[src/rtl/pwm_deadband.sv]
module pwm_deadband #(
  parameter int CNT_W = 10
) (
  input  logic             clk,
  input  logic             rst_n,
  input  logic             half_en,
  input  logic [1:0]       in_mode,
  input  logic [1:0]       out_mode,
  input  logic [1:0]       polarity,
  input  logic [CNT_W-1:0] rise_dly,
  input  logic [CNT_W-1:0] fall_dly,
  input  logic             in_a,
  input  logic             in_b,
  output logic             out_a,
  output logic             out_b
);

  logic [1:0] src;
  logic [1:0] act;
  logic [1:0] gated;
  logic       rdly;
  logic       fdly;

  assign src[0] = in_mode[0] ? in_b : in_a;
  assign src[1] = in_mode[1] ? in_b : in_a;
  // rising path times the high phase, falling path times the low phase
  assign act[0] = src[0];
  assign act[1] = ~src[1];

  for (genvar g = 0; g < 2; g++) begin : g_path
    logic [CNT_W-1:0] limit;
    logic [CNT_W-1:0] elap;
    logic             half_hit;
    logic             done;

    assign limit = (g == 0) ? rise_dly : fall_dly;

    always_ff @(posedge clk or negedge rst_n) begin
      if (!rst_n)          elap <= '1;
      else if (!act[g])    elap <= '0;
      else if (elap < limit) elap <= elap + 1'b1;
    end

    always_ff @(negedge clk or negedge rst_n) begin
      if (!rst_n) half_hit <= 1'b1;
      else        half_hit <= act[g] && ({elap, 1'b1} >= {1'b0, limit});
    end

    assign done = (limit == '0) ||
                  (half_en ? (({elap, 1'b0} >= {1'b0, limit}) || half_hit)
                           : (elap >= limit));
    assign gated[g] = act[g] & done;
  end

  assign rdly  = gated[0];
  assign fdly  = ~gated[1];
  assign out_a = out_mode[0] ? (rdly ^ polarity[0]) : in_a;
  assign out_b = out_mode[1] ? (fdly ^ polarity[1]) : in_b;

  assert_rise_waits_R3: assert property (@(posedge clk) disable iff (!rst_n)
    (!half_en && rise_dly != '0 && $rose(rdly)) |-> $past(src[0]));

  assert_fall_waits_R4: assert property (@(posedge clk) disable iff (!rst_n)
    (!half_en && fall_dly != '0 && $fell(fdly)) |-> !$past(src[1]));

  assert_zero_delay_R5: assert property (@(posedge clk) disable iff (!rst_n)
    (out_mode[0] && !polarity[0] && rise_dly == '0) |-> (out_a == src[0]));

  assert_no_overlap_R10: assert property (@(posedge clk) disable iff (!rst_n)
    ((in_mode == 2'd0 || in_mode == 2'd3) && out_mode == 2'd3 && polarity == 2'd2)
      |-> !(out_a && out_b));

endmodule

[config.mk]
export PLATFORM = sky130hd
export DESIGN_NAME = pwm_deadband
export DESIGN_NICKNAME = d
export VERILOG_FILES = /design/src/rtl/pwm_deadband.sv
export SDC_FILE = /design/constraint.sdc
export NUM_CORES = 1
export LEC_CHECK = 0
export BUFFER_PORTS_ARGS = -buffer_cell sky130_fd_sc_hd__buf_2
export CORE_MARGIN = 2
export CORE_UTILIZATION = 32
export DETAILED_ROUTE_END_ITERATION = 8
export PLACE_DENSITY = 0.48
export SYNTH_ARGS = -nofsm -noshare
export SYNTH_HDL_FRONTEND = slang
export SYNTH_SLANG_ARGS = --single-unit
export TNS_END_PERCENT = 50
[constraint.sdc]
create_clock -name clk -period 2.5 [get_ports clk]
set_input_delay 0.375 -clock clk [delete_from_list [all_inputs] [get_ports clk]]
set_output_delay 0.375 -clock clk [all_outputs]
set_load 0.01 [all_outputs]
==> impl_metrics.toml, run 1 <==
[hold_path]
hp-class = "input port to asynchronous set/reset pin"

[placement]
hpwl_mm = 4.81
place_congestion = 0.777
io_buffer_count = 32

[die]
die_x_um = 87.1
core_sq_mm = 0.00672
io_pins = 33
start_util = 0.328
rows = 30
die-height_um = 87.1
die_area_sq_mm = 0.00758

[worst_setup_path]
r2r_start = "g_path[1].elap[4]"
worstPathArrival_ns = 2.88
required_ns = 2.12
reg2reg_slack_ns = -0.27
reg2reg_depth = 6
end_kind = "output port"
r2r_end = "g_path[1].half_hit"
start_kind = "flop"
worstSetupPathType = "flop to output port"
critPathMaxFanout = 2

[sta]
relSlewSlack = 0.676
drv_slew = 0
rsz0062_at_grt = "yes"
setup_viol = 4
finClkSkew_ns = 0.0669
setup_ws_ns = -0.751
final_hold_viol_count = 0
tightest_slew_ns = 0.485

[final_layout]
fill_cells = 670
multi_input_area_sq_mm = 0.00162
diodes = 0
drive_gt1_frac = 0.401
fin_util = 0.458
syn_to_final_growth_pct = 39.6
nets = 426
seq_area_sq_um = 578

[drt]
drtIter0Drc = 71
drt_wl_total_mm = 5.54
dr.pass1.iters = 4
vias = 2112
postRouteAntennaNets = 0
post_drt_wl_per_cell_um = 12.8
vias_per_cell = 4.89
drc = 0

[clock_network]
cts_root_buffer = "clkbuf_8"
cts.clk_slew.worst_paths_ns = 0.08
cts_max_path_buffers = 2
cts_setup_buffers = 0
ctsHoldBuffers = 0
numCtsBuffers = 3
clock_sinks = 22
cts_tree = "done"
clk_latency_ns = 0.32
h-tree-depth = 1

[logic_synthesis]
async_flop_share = 1.00
yosysWarnings = 0
ys_types = 45
synth-edff-count = 0
syn-num-nets = 327
syn_avg_cell_area_sq_um = 8.69
synthFlopType = "dfstp_2"
syn-cell-area_sq_mm = 0.00221
ys_ff_latch = 22
postSynthCellCount = 254
yosysSeqAreaShare = 0.262

[global_route]
grt_pass1_vias = 2068
track_usage = 0.156
overflow = 0
grt_pass1_wl_mm = 9.44
grt_start_max_net_pins = 21
antenna_found_initial = 0

[power_and_ir_drop]
finalPower_mw = 0.914
power_density_mw_per_mm2 = 297
p_leak_nw = 1.52
clkPwrFrac = 0.255
internal-power_mw = 0.639
comb_power_share = 0.315
p_sw_mw = 0.275
p_seq_frac = 0.431
ir_drop_mv = 0.204
swShare = 0.300

[run_status]
failed_checks = "setup timing"
status = "complete, but fails checks"

[job]
drv_cap = 0
[cell type report]
cell class / instances / share of cell area
clock buffer: 3 / 0.0134
tap: 80 / 0.0325
inverter: 26 / 0.0317
clock inverter: 3 / 0.00406
multi-input combinational: 203 / 0.525
timing repair buffer: 95 / 0.206
sequential: 22 / 0.188
[cells in the mapped netlist, types with 5 or more instances]
| master | count | share of area |
|---|---|---|
| a21o_1 | 5 | 0.017 |
| a21oi_1 | 13 | 0.029 |
| and3_1 | 7 | 0.020 |
| dfstp_2 | 22 | 0.26 |
| ha_1 | 42 | 0.24 |
| inv_1 | 27 | 0.046 |
| nand2_1 | 19 | 0.032 |
| nand4_1 | 6 | 0.017 |
| nor2_1 | 30 | 0.051 |
| nor4_1 | 6 | 0.017 |
| o21ai_0 | 6 | 0.014 |
| xnor2_1 | 16 | 0.063 |
[registers in the layout, indices dropped and copies added (netlist names)]
| name | count |
|---|---|
| g_path.elap | 20 |
| g_path.half_hit | 2 |
[worst max path at each step]
stage,startpoint,endpoint,slack [ns]
global route,g_path[0].half_hit,out_a,-0.86
detailed placement,fall_dly[5],g_path[1].half_hit,-0.44
floorplan,g_path[0].half_hit,out_a,-0.31
global placement,fall_dly[8],g_path[1].half_hit,-0.44
finish,g_path[0].half_hit,out_a,-0.75
CTS,g_path[0].half_hit,out_a,-0.76
[per-stage QoR]
stage	setup TNS, ns	cell area [sq um]	cells	worst slack (ns)	hold slack (ns)
2_1_floorplan	-1.15	2250	254	-0.308	0.227
6_report	-2.02	3080	432	-0.751	0.383
3_3_place_gp	-1.66	2970	427	-0.443	0.525
4_1_cts	-2.14	3050	432	-0.760	0.414
5_1_grt	-2.37	3080	432	-0.859	0.434
3_5_place_dp	-1.69	2970	427	-0.435	0.523
[power by group through the flow]
| stage | Clock (mW) | Sequential [mW] | Combinational, mW |
|---|---|---|---|
| floorplan | 0.00751 | 0.400 | 0.140 |
| global placement | 0.00751 | 0.399 | 0.279 |
| detailed placement | 0.00751 | 0.399 | 0.285 |
| CTS | 0.246 | 0.394 | 0.288 |
| global route | 0.270 | 0.396 | 0.329 |
| finish | 0.233 | 0.393 | 0.288 |
[kinds of logic after synthesis]
logic type	count (synthesis)	share of synthesized area
multiplexers	3	0.0142
flip-flops	22	0.262
AO/OA/AOI/OAI	43	0.130
AND/OR/NAND/NOR	98	0.239
adder cells (fa/ha/maj)	42	0.238
buffers and inverters	29	0.0493
XOR/XNOR	17	0.0675
[critical path: stages, from the launching register on]
cell,delay (ns)
dfstp_2,0.51
nand2b_4,0.11
o41ai_2,0.07
or3_1,0.36
a31oi_2,0.12
buf_2,0.14
[per-layer routing]
| layer | vias to the layer above | GRT usage | part of all wire |
|---|---|---|---|
| li1 | 1111 | - | - |
| met1 | 969 | 0.223 | 0.52 |
| met2 | 30 | 0.259 | 0.45 |
| met3 | 2 | 0.0142 | 0.021 |
| met4 | 0 | 0.0256 | 0.0045 |
| met5 | - | 0 | 0 |
[timing repair]
item,CTS,global route
endpoints found under the hold margin,0,0
setup endpoints to repair,4,4
pin swaps,1,3
resized for setup,4,7
[cell usage in the layout, fill, tap and decap left out, types with 2 or more instances in the layout]
| master | n |
|---|---|
| nor2_1 | 30 |
| o21ai_0 | 3 |
| nor4_1 | 5 |
| a31oi_2 | 2 |
| nor3_1 | 4 |
| buf_2 | 32 |
| xnor2_1 | 16 |
| and3_1 | 5 |
| a21oi_1 | 13 |
| a211o_1 | 2 |
| dfstp_2 | 22 |
| ha_1 | 41 |
| nand2_1 | 19 |
| a211oi_2 | 2 |
| o21a_1 | 2 |
| clkbuf_8 | 3 |
| o21ai_2 | 2 |
| nand3_1 | 4 |
| or3_1 | 2 |
| buf_4 | 63 |
| nor4b_1 | 4 |
| o21ai_1 | 3 |
| nand3b_1 | 2 |
| a21o_1 | 5 |
| and3_4 | 2 |
| mux2i_1 | 2 |
| nand2b_1 | 2 |
| nand4_1 | 6 |
| inv_1 | 28 |
| nand4b_1 | 2 |
| or3b_4 | 2 |
Note: power is estimated with default switching activity, not from simulation.
==> run 2, diff against run 1 <==
Settings changed: GPL_TIMING_DRIVEN from default to 0.
==> run 2 against run 1 <==
Effect of this change: the flow still finishes with violations (setup timing); clock power grew 31%; register-to-register slack lost 0.10 ns; cell count shrank 13%; die area is the same; sequential share of layout area grew 3.2 points.
==> impl_metrics.toml, run 2 (synthesized netlist as in run 1, its figures left out) <==
[final_layout]
largest_reg_flops = 20
nets = 368
syn_to_final_growth_pct = 19.1
drive_gt1_frac = 0.265
reg.largest.list = "g_path.elap: 20 flops, g_path.half_hit: 2 flops"
fin_util = 0.391
final_cell_mix = "41 x ha_1, 32 x buf_2, 30 x nor2_1"
diodes = 0
layout_commonest_cell = "ha_1"
fin_cells = 374
top_register = "g_path.elap"
fill_cells = 722

[clock_network]
numCtsBuffers = 3
cts_tree = "done"
cts_root_buffer = "clkbuf_8"
clock_sinks = 22
clk_latency_ns = 0.33
cts_max_path_buffers = 2
cts.clk_slew.worst_paths_ns = 0.09
h-tree-depth = 1

[power_and_ir_drop]
clkPwrFrac = 0.331
p_seq_frac = 0.437
swShare = 0.293
p_sw_mw = 0.270
p_leak_nw = 1.23
finalPower_mw = 0.923
power_density_mw_per_mm2 = 351
internal-power_mw = 0.653
comb_power_share = 0.233
ir_drop_mv = 0.261

[die]
die_area_sq_mm = 0.00758
rows = 30
io_pins = 33
die_x_um = 87.1
die-height_um = 87.1
core_sq_mm = 0.00672
start_util = 0.328

[sta]
tightest_slew_ns = 0.785
drv_slew = 0
setup_viol = 4
rsz0062_at_grt = "yes"
final_hold_viol_count = 0
relSlewSlack = 0.473
finClkSkew_ns = 0.0760
setup_ws_ns = -0.772
hold_slack_ns = 0.379

[global_route]
track_usage = 0.141
grt_pass1_vias = 1811
overflow = 0
grt_pass1_wl_mm = 8.55
antenna_found_initial = 0
grt_start_max_net_pins = 23

[worst_setup_path]
r2r_start = "g_path[0].elap[7]"
critPathMaxFanout = 2
worstPathArrival_ns = 2.90
crit_start = "g_path[0].half_hit"
end_kind = "output port"
reg2reg_slack_ns = -0.37
worstSetupEndpoint = "out_a"
required_ns = 2.12
reg2reg_depth = 6
worstSetupPathType = "flop to output port"
r2r_end = "g_path[0].half_hit"
start_kind = "flop"

[placement]
place_congestion = 0.761
hpwl_mm = 4.15
io_buffer_count = 32
pre_cts_ws_ns = -0.509
place_inst = 366

[drt]
drt_wl_total_mm = 5.05
postRouteAntennaNets = 0
post_drt_wl_per_cell_um = 13.5
dr.pass1.iters = 4
vias = 1895
drc = 0
drtIter0Drc = 133
vias_per_cell = 5.07

[hold_path]
hp-class = "input port to asynchronous set/reset pin"

[run_status]
failed_checks = "setup timing"
status = "complete, but fails checks"

[job]
drv_cap = 0
run 2: through the flow:
step           area, sq um  setup TNS [ns]
2_1_floorplan         2250           -1.15
3_3_place_gp          2510           -1.81
3_5_place_dp          2510           -1.81
4_1_cts               2590           -2.33
5_1_grt               2630           -2.58
6_report              2630           -2.21
run 2: worst min path at each step:
stage | to | slack, ns | cells past startpoint
floorplan | g_path[0].elap[0] | 0.23 | 0
global placement | g_path[1].elap[1] | 0.53 | 2
detailed placement | g_path[1].elap[1] | 0.53 | 2
CTS | g_path[0].elap[9] | 0.40 | 1
global route | g_path[0].elap[9] | 0.42 | 1
finish | g_path[0].elap[9] | 0.38 | 1
run 2: cell type report:
type,count,area (sq um),area share
Inverter,26,97.6,0.0371
Buffer,2,7.51,0.00286
Multi-Input combinational cell,203,1590,0.604
Timing Repair Buffer,35,183,0.0695
Clock inverter,2,7.51,0.00286
Clock buffer,4,66.3,0.0252
Sequential cell,22,578,0.220
Tap cell,80,100,0.0381
run 2: repair_timing:
action	CTS	global route
endpoints found under the setup margin	4	5
resized for setup	2	5
pin swaps	1	6
setup buffers	0	3
hold buffers	0	0
run 2: power groups by stage:
stage	Sequential, mW	Clock, mW	Combinational [mW]
2_1_floorplan	0.400	0.00751	0.140
3_3_place_gp	0.409	0.00751	0.211
3_5_place_dp	0.409	0.00751	0.213
4_1_cts	0.404	0.320	0.215
5_1_grt	0.406	0.335	0.252
6_report	0.403	0.305	0.215
run 2: layer usage:
| metal | track usage | up-vias | part of all wire |
|---|---|---|---|
| met1 | 0.197 | 880 | 0.52 |
| met4 | 0.0170 | 0 | 0.0047 |
| met2 | 0.236 | 22 | 0.45 |
| met5 | 0 | - | 0 |
| met3 | 0.0199 | 2 | 0.022 |
| li1 | - | 991 | - |
run 2: critical path, cell delays in order, from the launching register on:
cell,delay [ns]
dfstp_2,0.50
nand2b_1,0.11
o41ai_2,0.08
or3_1,0.37
a31oi_2,0.12
buf_2,0.15
==> run 3, diff against run 2 <==
--- a/config.mk
+++ b/config.mk
@@ -11,5 +11,6 @@
 export DETAILED_ROUTE_END_ITERATION = 8
 export GPL_TIMING_DRIVEN = 0
-export PLACE_DENSITY = 0.48
+export PLACE_DENSITY = 0.46
+export SLEW_MARGIN = 20
 export SYNTH_ARGS = -nofsm -noshare
 export SYNTH_HDL_FRONTEND = slang
==> constraint.sdc (replaced) <==
create_clock -name clk -period 3.6 [get_ports clk]
set_input_delay 0.72 -clock clk [delete_from_list [all_inputs] [get_ports clk]]
set_output_delay 0.72 -clock clk [all_outputs]
set_load 0.01 [all_outputs]
==> run 3 against run 2 <==
Effect of this change: worst setup slack better by 0.21 ns; largest power group unchanged; hold slack better by 0.16 ns; clock skew is 0.0051 ns lower; clock power is 47% lower; critical endpoint unchanged; the flow still finishes with violations (setup timing); global-route usage is 0.39 points higher; critical path type unchanged; power is 36% lower.
==> impl_metrics.toml, run 3 (synthesized netlist as in run 1, its figures left out) <==
[power_and_ir_drop]
p_leak_nw = 1.20
clkPwrFrac = 0.275
comb_power_share = 0.253
ir_drop_mv = 0.116
internal-power_mw = 0.410
swShare = 0.309
power_density_mw_per_mm2 = 228
p_sw_mw = 0.184
p_seq_frac = 0.472

[run_status]
failed_checks = "setup timing"
status = "complete, but fails checks"

[global_route]
busiest_layer = "met2"
met1_usage = 0.199
grt_start_max_net_pins = 23
antenna_found_initial = 0
track_usage = 0.144
grt_pass1_vias = 1842
met2_usage = 0.247
grt_pass1_wl_mm = 8.76
overflow = 0
use_met3 = 0.0142

[worst_setup_path]
critPathBufInv = 1
critPathMaxFanout = 2
worstPathArrival_ns = 3.44
r2r_end = "g_path[1].half_hit"
cp.depth = 5
r2r_start = "g_path[1].elap[3]"
reg2reg_slack_ns = 0.14
critPathSlowestCell = "dfstp_2"
required_ns = 2.88
worstSetupEndpoint = "out_a"
start_kind = "flop"
path_delay_family = "flip-flops"
end_kind = "output port"
cp_slowest_stage_delay_ns = 0.50
path_cells = "nand2b_4 > o41ai_2 > or3_1 > a31oi_2 > buf_2"
crit_start = "g_path[0].half_hit"
reg2reg_depth = 6
worstSetupPathType = "flop to output port"

[final_layout]
top_register = "g_path.elap"
nets = 365
layout_commonest_cell = "ha_1"
diodes = 0
largest_reg_flops = 20
reg.largest.list = "g_path.elap: 20 flops, g_path.half_hit: 2 flops"
final_cell_mix = "41 x ha_1, 32 x buf_2, 29 x nor2_1"
syn_to_final_growth_pct = 17.8
drive_gt1_frac = 0.268
fill_cells = 684
seq_area_sq_um = 578
fin_cells = 371
multi_input_area_sq_mm = 0.00160

[hold_path]
hp-class = "flop to flop"

[sta]
tightest_slew_ns = 0.749
setup_tns_ns = -1.10
setup_viol = 2
drv_slew = 0
setup_ws_ns = -0.559
final_hold_viol_count = 0
relSlewSlack = 0.497
hold_slack_ns = 0.539
finClkSkew_ns = 0.0709
rsz0062_at_grt = "yes"

[die]
die_x_um = 87.1
die-height_um = 87.1
rows = 30
core_sq_mm = 0.00672
start_util = 0.328
io_pins = 33
die_area_sq_mm = 0.00758

[clock_network]
cts_root_buffer = "clkbuf_8"
cts_max_path_buffers = 2
numCtsBuffers = 3
clock_sinks = 22
ctsHoldBuffers = 0
h-tree-depth = 1
cts.clk_slew.worst_paths_ns = 0.08
clk_latency_ns = 0.32
cts_tree = "done"

[placement]
io_buffer_count = 32
hpwl_mm = 4.17
place_congestion = 0.791
place_inst = 366

[drt]
post_drt_wl_per_cell_um = 13.5
drtIter0Drc = 59
drt_wl_total_mm = 5.01
dr.pass1.iters = 4
vias_per_cell = 5.02
drc = 0
postRouteAntennaNets = 0
vias = 1864

[job]
drv_cap = 0
[run 3: per-layer routing]
metal  share of wire  vias up
li1                -      987
met1            0.52      856
met2            0.46       19
met3           0.016        2
met4          0.0048        0
met5               0        -
[run 3: per-stage QoR]
step / util / area, sq um / setup WS (ns) / power, mW
after floorplan: - / 2220 / -0.105 / 0.379
after detailed placement: 0.370 / 2480 / -0.372 / 0.434
after global placement: 0.370 / 2480 / -0.387 / 0.434
final: 0.387 / 2600 / -0.559 / 0.593
after CTS: 0.381 / 2560 / -0.573 / 0.599
after global routing: 0.387 / 2600 / -0.646 / 0.643
[run 3: how the worst min path moves through the flow]
stage / from / end / slack [ns] / cells after the start
after floorplan: g_path[1].elap[1] / g_path[1].elap[1] / 0.50 / 2
after global placement: g_path[0].elap[3] / g_path[0].elap[3] / 0.53 / 2
after detailed placement: g_path[1].elap[1] / g_path[1].elap[1] / 0.53 / 2
after CTS: g_path[1].elap[1] / g_path[1].elap[1] / 0.54 / 2
after global routing: g_path[1].elap[1] / g_path[1].elap[1] / 0.56 / 2
final: g_path[0].elap[3] / g_path[0].elap[3] / 0.54 / 2
[run 3: cell type report]
class	instances	area share
flip-flops and latches	22	0.222
repair buffers	32	0.0616
clock buffers	3	0.0159
clock inverters	3	0.00481
well taps	80	0.0385
multi-input cells	203	0.616
inverters	26	0.0375
plain buffers	2	0.00289
[run 3: worst min-delay path, delay by kind of cell (launching register included)]
family,cells,cell delay (ns)
AOI/OAI and AO/OA,2,0.13
DFF,1,0.40
[run 3: power groups by stage]
stage / registers (mW) / clock network, mW / logic [mW]
after floorplan: 0.278 / 0.00522 / 0.0955
after global placement: 0.284 / 0.00522 / 0.145
after detailed placement: 0.284 / 0.00522 / 0.145
after CTS: 0.280 / 0.170 / 0.149
after global routing: 0.283 / 0.183 / 0.177
final: 0.280 / 0.163 / 0.150
[run 3: what timing repair did]
action,4_1_cts,5_1_grt
gates resized for setup,5,9
buffers inserted,0,0
setup endpoints to repair,4,4
pin swaps,0,1
